**config.mk**
```make
export PLATFORM = sky130hd
export DESIGN_NAME = irq_nest_ctrl
export DESIGN_NICKNAME = d
export VERILOG_FILES = /design/src/rtl/irq_nest_ctrl.sv
export SDC_FILE = /design/constraint.sdc
export NUM_CORES = 1
export LEC_CHECK = 0
export ABC_AREA = 1
export BUFFER_PORTS_ARGS = -buffer_cell sky130_fd_sc_hd__buf_2
export CORE_UTILIZATION = 37
export DETAILED_ROUTE_END_ITERATION = 16
export SLEW_MARGIN = 20
export SYNTH_ARGS = -nofsm -noshare
export SYNTH_HDL_FRONTEND = slang
export SYNTH_SLANG_ARGS = --single-unit
```
**constraint.sdc**
```tcl
create_clock -name clk -period 1.5 [get_ports clk]
set_clock_uncertainty 0.2 [all_clocks]
set_input_delay 0.15 -clock clk [delete_from_list [all_inputs] [get_ports clk]]
set_output_delay 0.15 -clock clk [all_outputs]
set_load 0.01 [all_outputs]
```
**src/rtl/irq_nest_ctrl.sv**
```systemverilog
module irq_nest_ctrl #(
  parameter int VEC_W    = 16,
  parameter int VEC_BASE = 3,
  parameter int VEC_STEP = 8
) (
  input  logic             clk,
  input  logic             rst_n,
  input  logic             reg_wr,
  input  logic             reg_addr,
  input  logic [7:0]       reg_wdata,
  input  logic [3:0]       src_flag,
  input  logic             ser_rx,
  input  logic             ser_tx,
  input  logic             insn_done,
  output logic             irq_req,
  output logic [VEC_W-1:0] irq_vec,
  input  logic             irq_ack,
  output logic [3:0]       flag_clr,
  input  logic             reti
);
  localparam int NSRC  = 5;
  localparam int IDX_W = $clog2(NSRC);

  logic             ea_q;
  logic [NSRC-1:0]  en_q, hi_q;
  logic             act_hi, act_lo, act_hi_n, act_lo_n;
  logic [IDX_W-1:0] win_q, pick_hi, pick_lo;
  logic             win_hi_q;
  logic [NSRC-1:0]  pend, cand_hi, cand_lo;
  logic             take, accept;

  assign pend    = {ser_rx | ser_tx, src_flag} & en_q & {NSRC{ea_q}};
  assign cand_hi = pend & hi_q & {NSRC{!act_hi}};
  assign cand_lo = pend & ~hi_q & {NSRC{!act_hi && !act_lo}};
  assign take    = insn_done && !irq_req && (|cand_hi || |cand_lo);
  assign accept  = irq_req && irq_ack;

  always_comb begin
    pick_hi = '0;
    pick_lo = '0;
    for (int i = NSRC - 1; i >= 0; i--) begin
      if (cand_hi[i]) pick_hi = IDX_W'(i);
      if (cand_lo[i]) pick_lo = IDX_W'(i);
    end
  end

  always_ff @(posedge clk or negedge rst_n) begin
    if (!rst_n) begin
      ea_q <= 1'b0;
      en_q <= '0;
      hi_q <= '0;
    end else if (reg_wr) begin
      if (!reg_addr) begin
        ea_q <= reg_wdata[7];
        en_q <= reg_wdata[NSRC-1:0];
      end else begin
        hi_q <= reg_wdata[NSRC-1:0];
      end
    end
  end

  always_ff @(posedge clk or negedge rst_n) begin
    if (!rst_n) begin
      irq_req  <= 1'b0;
      win_q    <= '0;
      win_hi_q <= 1'b0;
    end else if (take) begin
      irq_req  <= 1'b1;
      win_q    <= |cand_hi ? pick_hi : pick_lo;
      win_hi_q <= |cand_hi;
    end else if (accept) begin
      irq_req  <= 1'b0;
    end
  end

  always_comb begin
    act_hi_n = act_hi;
    act_lo_n = act_lo;
    if (reti) begin
      if (act_hi) act_hi_n = 1'b0;
      else        act_lo_n = 1'b0;
    end
    if (accept) begin
      if (win_hi_q) act_hi_n = 1'b1;
      else          act_lo_n = 1'b1;
    end
  end

  always_ff @(posedge clk or negedge rst_n) begin
    if (!rst_n) begin
      act_hi <= 1'b0;
      act_lo <= 1'b0;
    end else begin
      act_hi <= act_hi_n;
      act_lo <= act_lo_n;
    end
  end

  assign irq_vec = VEC_W'(VEC_BASE + VEC_STEP * int'(win_q));

  for (genvar g = 0; g < 4; g++) begin : g_clr
    assign flag_clr[g] = accept && (win_q == IDX_W'(g));
  end
endmodule


```
# [Word-level counts from Yosys, hierarchy flattened]
# Index checks and enable logic that the tools add are counted.
[word_totals] register_bits=18 inputBits=21 out_inout_bits=21 word_cells=59
[op_classes] addsub=1 eq_ne=3 mux=20 n_bitwise=9 reduce_logical=18
[op_table] cell="$mux 3" count=11
[op_table] cell="$and 5x5->5" count=6
[op_table] cell="$reduce_or 5->1" count=2
[op_table] cell="$mux 1" count=9
[op_table] cell="$logic_and 1x1->1" count=8
[op_table] cell="$add 2x6->7 const A" count=1
[op_table] cell="$eq 3x2->1 const B" count=2
[op_table] cell="$not 5->5" count=1
[op_table] cell="$reduce_and 2->1" count=2
[op_table] cell="$eq 3x1->1 const B" count=1
[op_table] cell="$logic_not 1->1" count=3
[op_table] cell="$logic_not 3->1" count=1
[op_table] cell="$reduce_bool 2->1" count=1
[op_table] cell="$logic_or 1x1->1" count=1
[op_table] cell="$not 1->1" count=1
[op_table] cell="$or 1x1->1" count=1

# [Longest topological paths before layout]
# Gate-level depths: netlist of run 1.
[depth] depth_word=11 mapped_depth=10 mapped_depth_nobuf=10

# [Least setup slack after synthesis of run 1]
# OpenSTA, ideal clock, no wires.
[synth_timing] path_type="reg2reg" from="reg ea_q" to="reg win_q[2]" setup_time_ns=0.117 t_arrival_ns=1.101 t_required_ns=1.183 setup_slack_ns=0.082 path_stages_with_launch=9 path_buffers=0 synth_period_minus_slack_ns=1.418 cell_sequence="dfrtp_1 > nand3_1 > nor2_2 > nor2_2 > nand3_2 > nand2_2 > nand2_4 > nand2_1 > nand2_1"
[synth_via] elab_chain_len=9 word_cells_on_any_way=20 cone_classes="11 x mux; 5 x bitwise; 4 x reduce/logical"
[synth_lines] element="start: declaration" line="24" rtl="logic ea_q;"
[synth_lines] element="start signal: assignment" line="54" rtl="ea_q <= reg_wdata[7];"
[synth_lines] element="$and 5x5->5 (*)" line="32" rtl="assign pend = {ser_rx | ser_tx, src_flag} & en_q & {NSRC{ea_q}};"
[synth_lines] element="$and 5x5->5 (on tied branches) (2 in a row)" line="34, 33"
[synth_lines] element="$mux 3 (on tied branches) (5 in a row)" line="43, 42"
[synth_lines] element="$mux 3" line="69" rtl="win_q <= |cand_hi ? pick_hi : pick_lo;"
[synth_lines] element="end signal: assignment" line="69"
[synth_lines] element="end: declaration" line="27" rtl="logic [IDX_W-1:0] win_q, pick_hi, pick_lo;"
# Mark *: on every way between the ends. The rest lies on a longest branch, timed or not.
# A chain may end at the register's enable or synchronous reset.

# [Worst setup path in the final report of run 1]
[layout_timing] from="reg act_hi" to="reg win_q[0]"
[layout_via] elab_chain_len=8 word_cells_on_any_way=17 cone_classes="9 x mux; 2 x bitwise; 6 x reduce/logical"
[layout_lines] element="start: declaration" line="26" rtl="logic act_hi, act_lo, act_hi_n, act_lo_n;"
[layout_lines] element="start signal: assignment" line="94" rtl="act_hi <= act_hi_n;"
[layout_lines] element="$logic_not 1->1 (*)" line="33, 34"
[layout_lines] element="$logic_and 1x1->1" line="34" rtl="assign cand_lo = pend & ~hi_q & {NSRC{!act_hi && !act_lo}};"
[layout_lines] element="$and 5x5->5" line="34"
[layout_lines] element="$mux 3 (4 in a row)" line="43" rtl="if (cand_lo[i]) pick_lo = IDX_W'(i);"
[layout_lines] element="$mux 3" line="69"
# Marked as above.

==> results.toml, run 1 <==
[timing]
fmaxAchievable_ghz = 0.634
period_share_pct = 105
whs_ns = 0.0845
final.min_clock_period_ns = 1.58
layout_setup_ws_ns = -0.0777
finalSetupViolations = 9
final_hold_vio_count = 0
rsz0062_at_grt = "yes"
final-max-slew-violation-count = 0

[global_routing]
first_global_vias = 1059
globalRoute.totalOverflow = 0
grt_max_degree = 19
global_route_wire_length_before_repair_um = 4360
antenna_found_initial = 0
grt_usage_pct = 16.4

[setup_path]
crit_cells = 9
critPathRequiredTime_ns = 1.54
critical_path_arrival_ns = 1.61
startpoint_types = "flip-flop"
critPathSlowestCell = "sky130_fd_sc_hd__dfrtp_1"
crit_buf_inv = 0
reg2regPathDepth = 9
critical-path-top-delay-family = "simple AND/OR/NAND/NOR gates"
critical-path-max-stage-delay_ns = 0.44
element_type_at_the_critical_path_end = "flip-flop"
timing.critical_path.fanout_max = 6
type_of_the_worst_setup_path = "reg2reg"
ordered_cell_list_for_the_critical_path = "nor2_4 > nand2_1 > nor2_2 > nor2_2 > nand3_2 > nand2_4 > nand2_4 > nand2_2 > nand2_1"

[power]
power.static_leakage_uw = 0.000854
netSwitchingFraction_pct = 43.4
pwr-share-clk_pct = 12.7
total_switching_power_uw = 849
power.ir.vdd_worst_uv = 563
combinationalPowerShare_pct = 47.8
internal_power_uw = 1110
power.total_uw = 1960
p_seq_share_pct = 39.5
power.density_cell_area_nw_per_um2 = 1190

[place]
instance_area_after_placement_um2 = 1290
gpl.final_weighted_congestion = 0.906
detailedPlacementHpwl_um = 1850
port_buffers = 26
post-place-ws_ns = -0.0639

[logic_synthesis]
synth_cells = 163
yosys.area.top_type = "sky130_fd_sc_hd__dfrtp_1"
netlist_area_um2 = 1160
synth_top_cell_area_share_pct = 38.9
post_synth_num_cell_types = 22
post_synth_main_area_contributors = "sky130_fd_sc_hd__dfrtp_1 39%, sky130_fd_sc_hd__nand2_1 14%, sky130_fd_sc_hd__inv_1 8.7%, sky130_fd_sc_hd__buf_4 8.4%, sky130_fd_sc_hd__o21ai_0 5.2%"
synth_area_per_cell_um2 = 7.11
ys_seq_elements = 18
ys_warn_count = 0
synth.yosys.seq_area_share_pct = 38.9

[die]
core_area_um2 = 2850
start_util_pct = 40.6
die_y_um = 58.0
die_area_um2 = 3360
die_width_um = 58.0
rows = 19
ioPinCount = 42

[routing]
post_drt_via_cell_ratio = 4.67
num_vias = 1117
route.detailed.wl_per_inst_um = 11.0
routed_wl_um = 2640
ant_nets = 0
drc = 3
first_pass_iters = 10
drt_iter0_drc = 17

[finish]
num-nets-final = 231
final_design_area_no_fill_um2 = 1640
inserted_diodes = 0
drive_above_1_share_pct = 41.3
final_core_utilization_pct = 57.5
n_fill_cell = 275
area_delta_synth_final_pct = 41.6
layout_common_cells = "35 x sky130_fd_sc_hd__nand2_1, 26 x sky130_fd_sc_hd__buf_2, 24 x sky130_fd_sc_hd__inv_1, 15 x sky130_fd_sc_hd__dfrtp_1, 13 x sky130_fd_sc_hd__conb_1"
layout.cells.most_common = "sky130_fd_sc_hd__nand2_1"

[clocking]
cts-buffers-inserted = 3
clk_transition_reported_paths_ns = 0.11
tritoncts_clock_tree = "yes"
worst_skew_late_latency_ns = 0.30
cts.sinks = 18
cts_buffer_depth = 2
htree_num_levels = 1
cts-root-buf = "sky130_fd_sc_hd__clkbuf_4"

[min_path]
hold_path.class = "in2reg"
worst_hold_path.num_cells = 5

[run_status]
run_status = "finished, violations left"
violations_in_the_final_reports = "DRC, setup timing"

[flow_run]
maxCapViolCount = 0
## flip-flops by register name, summed over array words and instances (netlist names)
| name | cells |
|---|---|
| hi_q | 5 |
| en_q | 5 |
| ea_q | 1 |
| win_hi_q | 1 |
| win_q | 3 |
| irq_req | 1 |
| act_hi | 1 |
| act_lo | 1 |
## routing by layer
| layer | vias to the layer above | global-route usage (%) | part of all wire (%) |
|---|---|---|---|
| li1 | 569 | - | - |
| met1 | 515 | 19.5 | 42 |
| met2 | 29 | 30.9 | 53 |
| met3 | 4 | 2.01 | 3.9 |
| met4 | 0 | 4.08 | 1.9 |
| met5 | - | 0 | 0 |
## tightest hold or removal path, stage by stage
cell and delay [ns]:
sky130_fd_sc_hd__buf_2 0.10, sky130_fd_sc_hd__inv_1 0.04, sky130_fd_sc_hd__nor2_1 0.08, sky130_fd_sc_hd__nand2_4 0.12, sky130_fd_sc_hd__o21ai_2 0.07
## worst paths after layout
| path | slack (ns) | from | to |
|---|---|---|---|
| worst max register to register | -0.08 | act_hi | win_q[0] |
| worst min register to register | 0.28 | win_hi_q | act_lo |
| worst min-delay path | 0.08 | insn_done | win_hi_q |
| max in group asynchronous | 0.67 | rst_n | ea_q |
| min in group asynchronous | 0.11 | rst_n | win_hi_q |
| worst max-delay path | -0.08 | act_hi | win_q[0] |
## synth_stat cells
cell                       count
sky130_fd_sc_hd__a21oi_1       1
sky130_fd_sc_hd__nand3_1       9
sky130_fd_sc_hd__nand4_1       1
sky130_fd_sc_hd__dfrtp_1      18
sky130_fd_sc_hd__o21ai_1       2
sky130_fd_sc_hd__inv_1        27
sky130_fd_sc_hd__nand2_4       2
sky130_fd_sc_hd__buf_4        13
sky130_fd_sc_hd__inv_2         1
sky130_fd_sc_hd__nor2_1       13
sky130_fd_sc_hd__nor2_2        6
sky130_fd_sc_hd__o21ai_0      12
sky130_fd_sc_hd__nor2_4        1
sky130_fd_sc_hd__nand2_2       2
sky130_fd_sc_hd__o211ai_1      1
sky130_fd_sc_hd__conb_1        2
sky130_fd_sc_hd__clkbuf_1      1
sky130_fd_sc_hd__nand3_2       3
sky130_fd_sc_hd__o22ai_1       1
sky130_fd_sc_hd__nand2_1      42
sky130_fd_sc_hd__o21ai_2       1
sky130_fd_sc_hd__nor4_1        4
## through the flow
step | setup TNS [ns] | std cells
floorplan | 0 | 174
global placement | -0.128 | 220
detailed placement | -0.212 | 220
CTS | -0.225 | 237
global route | -1.25 | 239
finish | -0.472 | 239
## power by group through the flow
| stage | Sequential (uW) | Combinational (uW) | Clock (uW) |
|---|---|---|---|
| after floorplan | 741 | 436 | 0 |
| after global placement | 732 | 617 | 0 |
| after detailed placement | 742 | 631 | 0 |
| after CTS | 728 | 815 | 255 |
| after global routing | 794 | 1040 | 263 |
| final | 773 | 935 | 249 |
## final cells by class
| cell class | instances | area [um2] | share of cell area, % |
|---|---|---|---|
| clock buffer | 3 | 22.5 | 1.37 |
| inverter | 28 | 105 | 6.41 |
| multi-input combinational | 114 | 724 | 44.2 |
| sequential | 18 | 454 | 27.7 |
| tap | 31 | 38.8 | 2.36 |
| timing repair buffer | 45 | 295 | 18.0 |
## cell families after synthesis
kind of cell	Yosys count	synth area share, %
compound gates	18	8.42
buf+inv	42	17.8
flops	18	38.9
other cells	2	0.648
simple gates	83	34.2
## repair_timing
item | in CTS | in global routing
resized for setup | 26 | 21
buffers inserted | 5 | 2
hold buffers | 9 | 0
pin swaps | 18 | 10
endpoints found under the setup margin | 9 | 9
hold endpoints to repair | 32 | 0
Power figures use the tool's default switching activity.
==> inputs of run 2 (changes only) <==
==> constraint.sdc (replaced) <==
create_clock -name clk -period 1.5 [get_ports clk]
set_clock_uncertainty 0.2 [all_clocks]
set_input_delay 0.3 -clock clk [delete_from_list [all_inputs] [get_ports clk]]
set_output_delay 0.3 -clock clk [all_outputs]
set_load 0.01 [all_outputs]
==> results.toml, run 2 (synthesis gave the netlist of run 1 again) <==
[run_status]
run_status = "finished, violations left"
violations_in_the_final_reports = "DRC, setup timing"

[timing]
totalNegativeSetupSlack_ns = -1.00
layout_setup_ws_ns = -0.199
fmaxAchievable_ghz = 0.588
final_hold_vio_count = 0
rsz0062_at_grt = "yes"
finalSetupViolations = 8
final.min_clock_period_ns = 1.70
final-max-slew-violation-count = 0
period_share_pct = 113

[die]
die_width_um = 58.0
rows = 19
ioPinCount = 42
die_area_um2 = 3360
die_y_um = 58.0
start_util_pct = 40.6
core_area_um2 = 2850

[routing]
ant_nets = 0
routed_wl_um = 2380
drc = 3
route.detailed.wl_per_inst_um = 10.4
post_drt_via_cell_ratio = 4.59
drt_iter0_drc = 49
num_vias = 1046
first_pass_iters = 10

[clocking]
tritoncts_clock_tree = "yes"
worst_skew_late_latency_ns = 0.29
clk_transition_reported_paths_ns = 0.10
cts_buffer_depth = 2
cts-buffers-inserted = 3
cts-root-buf = "sky130_fd_sc_hd__clkbuf_4"
htree_num_levels = 1
cts.sinks = 18

[global_routing]
globalRoute.totalOverflow = 0
global_route_wire_length_before_repair_um = 4010
grt_max_degree = 19
antenna_found_initial = 0
first_global_vias = 961
grt_usage_pct = 15.3

[setup_path]
critPathRequiredTime_ns = 1.00
critical-path-max-stage-delay_ns = 0.46
worst-r2r-setup-slack_ns = -0.09
cp-startpoint = "win_q[2]"
type_of_the_worst_setup_path = "reg2out"
startpoint_types = "flip-flop"
critPathSlowestCell = "sky130_fd_sc_hd__dfrtp_2"
critical_path_arrival_ns = 1.20
critical_path.reg2reg.endpoint = "win_q[1]"
reg2regPathDepth = 8
element_type_at_the_critical_path_end = "primary output"
rr_startpoint = "act_hi"
timing.critical_path.fanout_max = 6
setup.worst_path.end = "flag_clr[3]"
ordered_cell_list_for_the_critical_path = "nor4_1 > buf_2"

[finish]
multi_input_combinational_cell_area_um2 = 618
layout.cells.most_common = "sky130_fd_sc_hd__nand2_1"
drive_above_1_share_pct = 35.5
n_fill_cell = 299
num-nets-final = 220
layout_common_cells = "38 x sky130_fd_sc_hd__nand2_1, 26 x sky130_fd_sc_hd__inv_1, 26 x sky130_fd_sc_hd__buf_2, 14 x sky130_fd_sc_hd__dfrtp_1, 13 x sky130_fd_sc_hd__conb_1"
inserted_diodes = 0
top_regs = "en_q x5, hi_q x5, win_q x3"
area_delta_synth_final_pct = 23.9
sequential_cell_area_um2 = 455
fin_cells = 228

[place]
numPlacedInstances = 221
port_buffers = 26
detailedPlacementHpwl_um = 1840
gpl.final_weighted_congestion = 0.897

[power]
power.static_leakage_uw = 0.000790
power.density_cell_area_nw_per_um2 = 1210
power.ir.vdd_worst_uv = 543

[flow_run]
maxCapViolCount = 0

[min_path]
worst_hold_path.num_cells = 2
hold_path.class = "in2reg"
-- run 2: cell count changes in the layout (fill, tap and decap cells not counted), sizes merged --
cell,delta
buf,-4
dlygate4sd3,-7
-- run 2: power breakdown --
group	switching (uW)	internal [uW]	leakage [uW]
registers	136	614	0.000222
clock network	141	93.4	0.0000138
logic	450	301	0.000554
total	727	1010	0.000790
-- run 2: repair_timing --
action | CTS | global route
resized for setup | 8 | 17
buffers inserted | 2 | 0
hold endpoints to repair | 19 | 0
setup endpoints to repair | 9 | 9
pin swaps | 5 | 7
hold buffers | 2 | 0
-- run 2: layout make-up --
type                            count  share of cell area (%)
Multi-Input combinational cell    114                    43.1
Timing Repair Buffer               34                    13.6
Inverter                           28                    7.32
Sequential cell                    18                    31.7
Tap cell                           31                    2.70
Clock buffer                        3                    1.57
-- run 2: through the flow --
step	setup slack [ns]	hold WS [ns]	util (%)	total power, uW	area, um2
2_1_floorplan	0.0720	-0.196	-	1180	1200
3_3_place_gp	-0.0466	0.0539	45.5	1350	1300
3_5_place_dp	-0.0703	0.0583	45.5	1370	1300
4_1_cts	-0.207	0.0118	48.4	1680	1380
5_1_grt	-0.256	0.0253	50.3	1890	1440
6_report	-0.199	0.0163	50.3	1730	1440
-- run 2: worst max-delay path, delay by kind of cell (launching register included) --
| kind | cells | cell delay [ns] |
|---|---|---|
| flip-flops | 1 | 0.46 |
| AND/OR/NAND/NOR | 1 | 0.27 |
| buffers and inverters | 1 | 0.18 |
-- run 2: worst min path at each step --
stage               startpoint       end  slack [ns]
CTS                    irq_ack   irq_req        0.01
global placement         rst_n    act_hi        0.05
floorplan                rst_n    act_hi       -0.20
detailed placement       rst_n  win_hi_q        0.06
finish                 irq_ack   irq_req        0.02
global route           irq_ack   irq_req        0.03
-- run 2: per-layer routing --
layer / share of wire (%) / vias up / global-route usage, %
met3: 5.5 / 2 / 4.02
met2: 51 / 28 / 26.9
met4: 0.55 / 0 / 2.04
met1: 43 / 466 / 19.3
li1: - / 550 / -
met5: 0 / - / 0
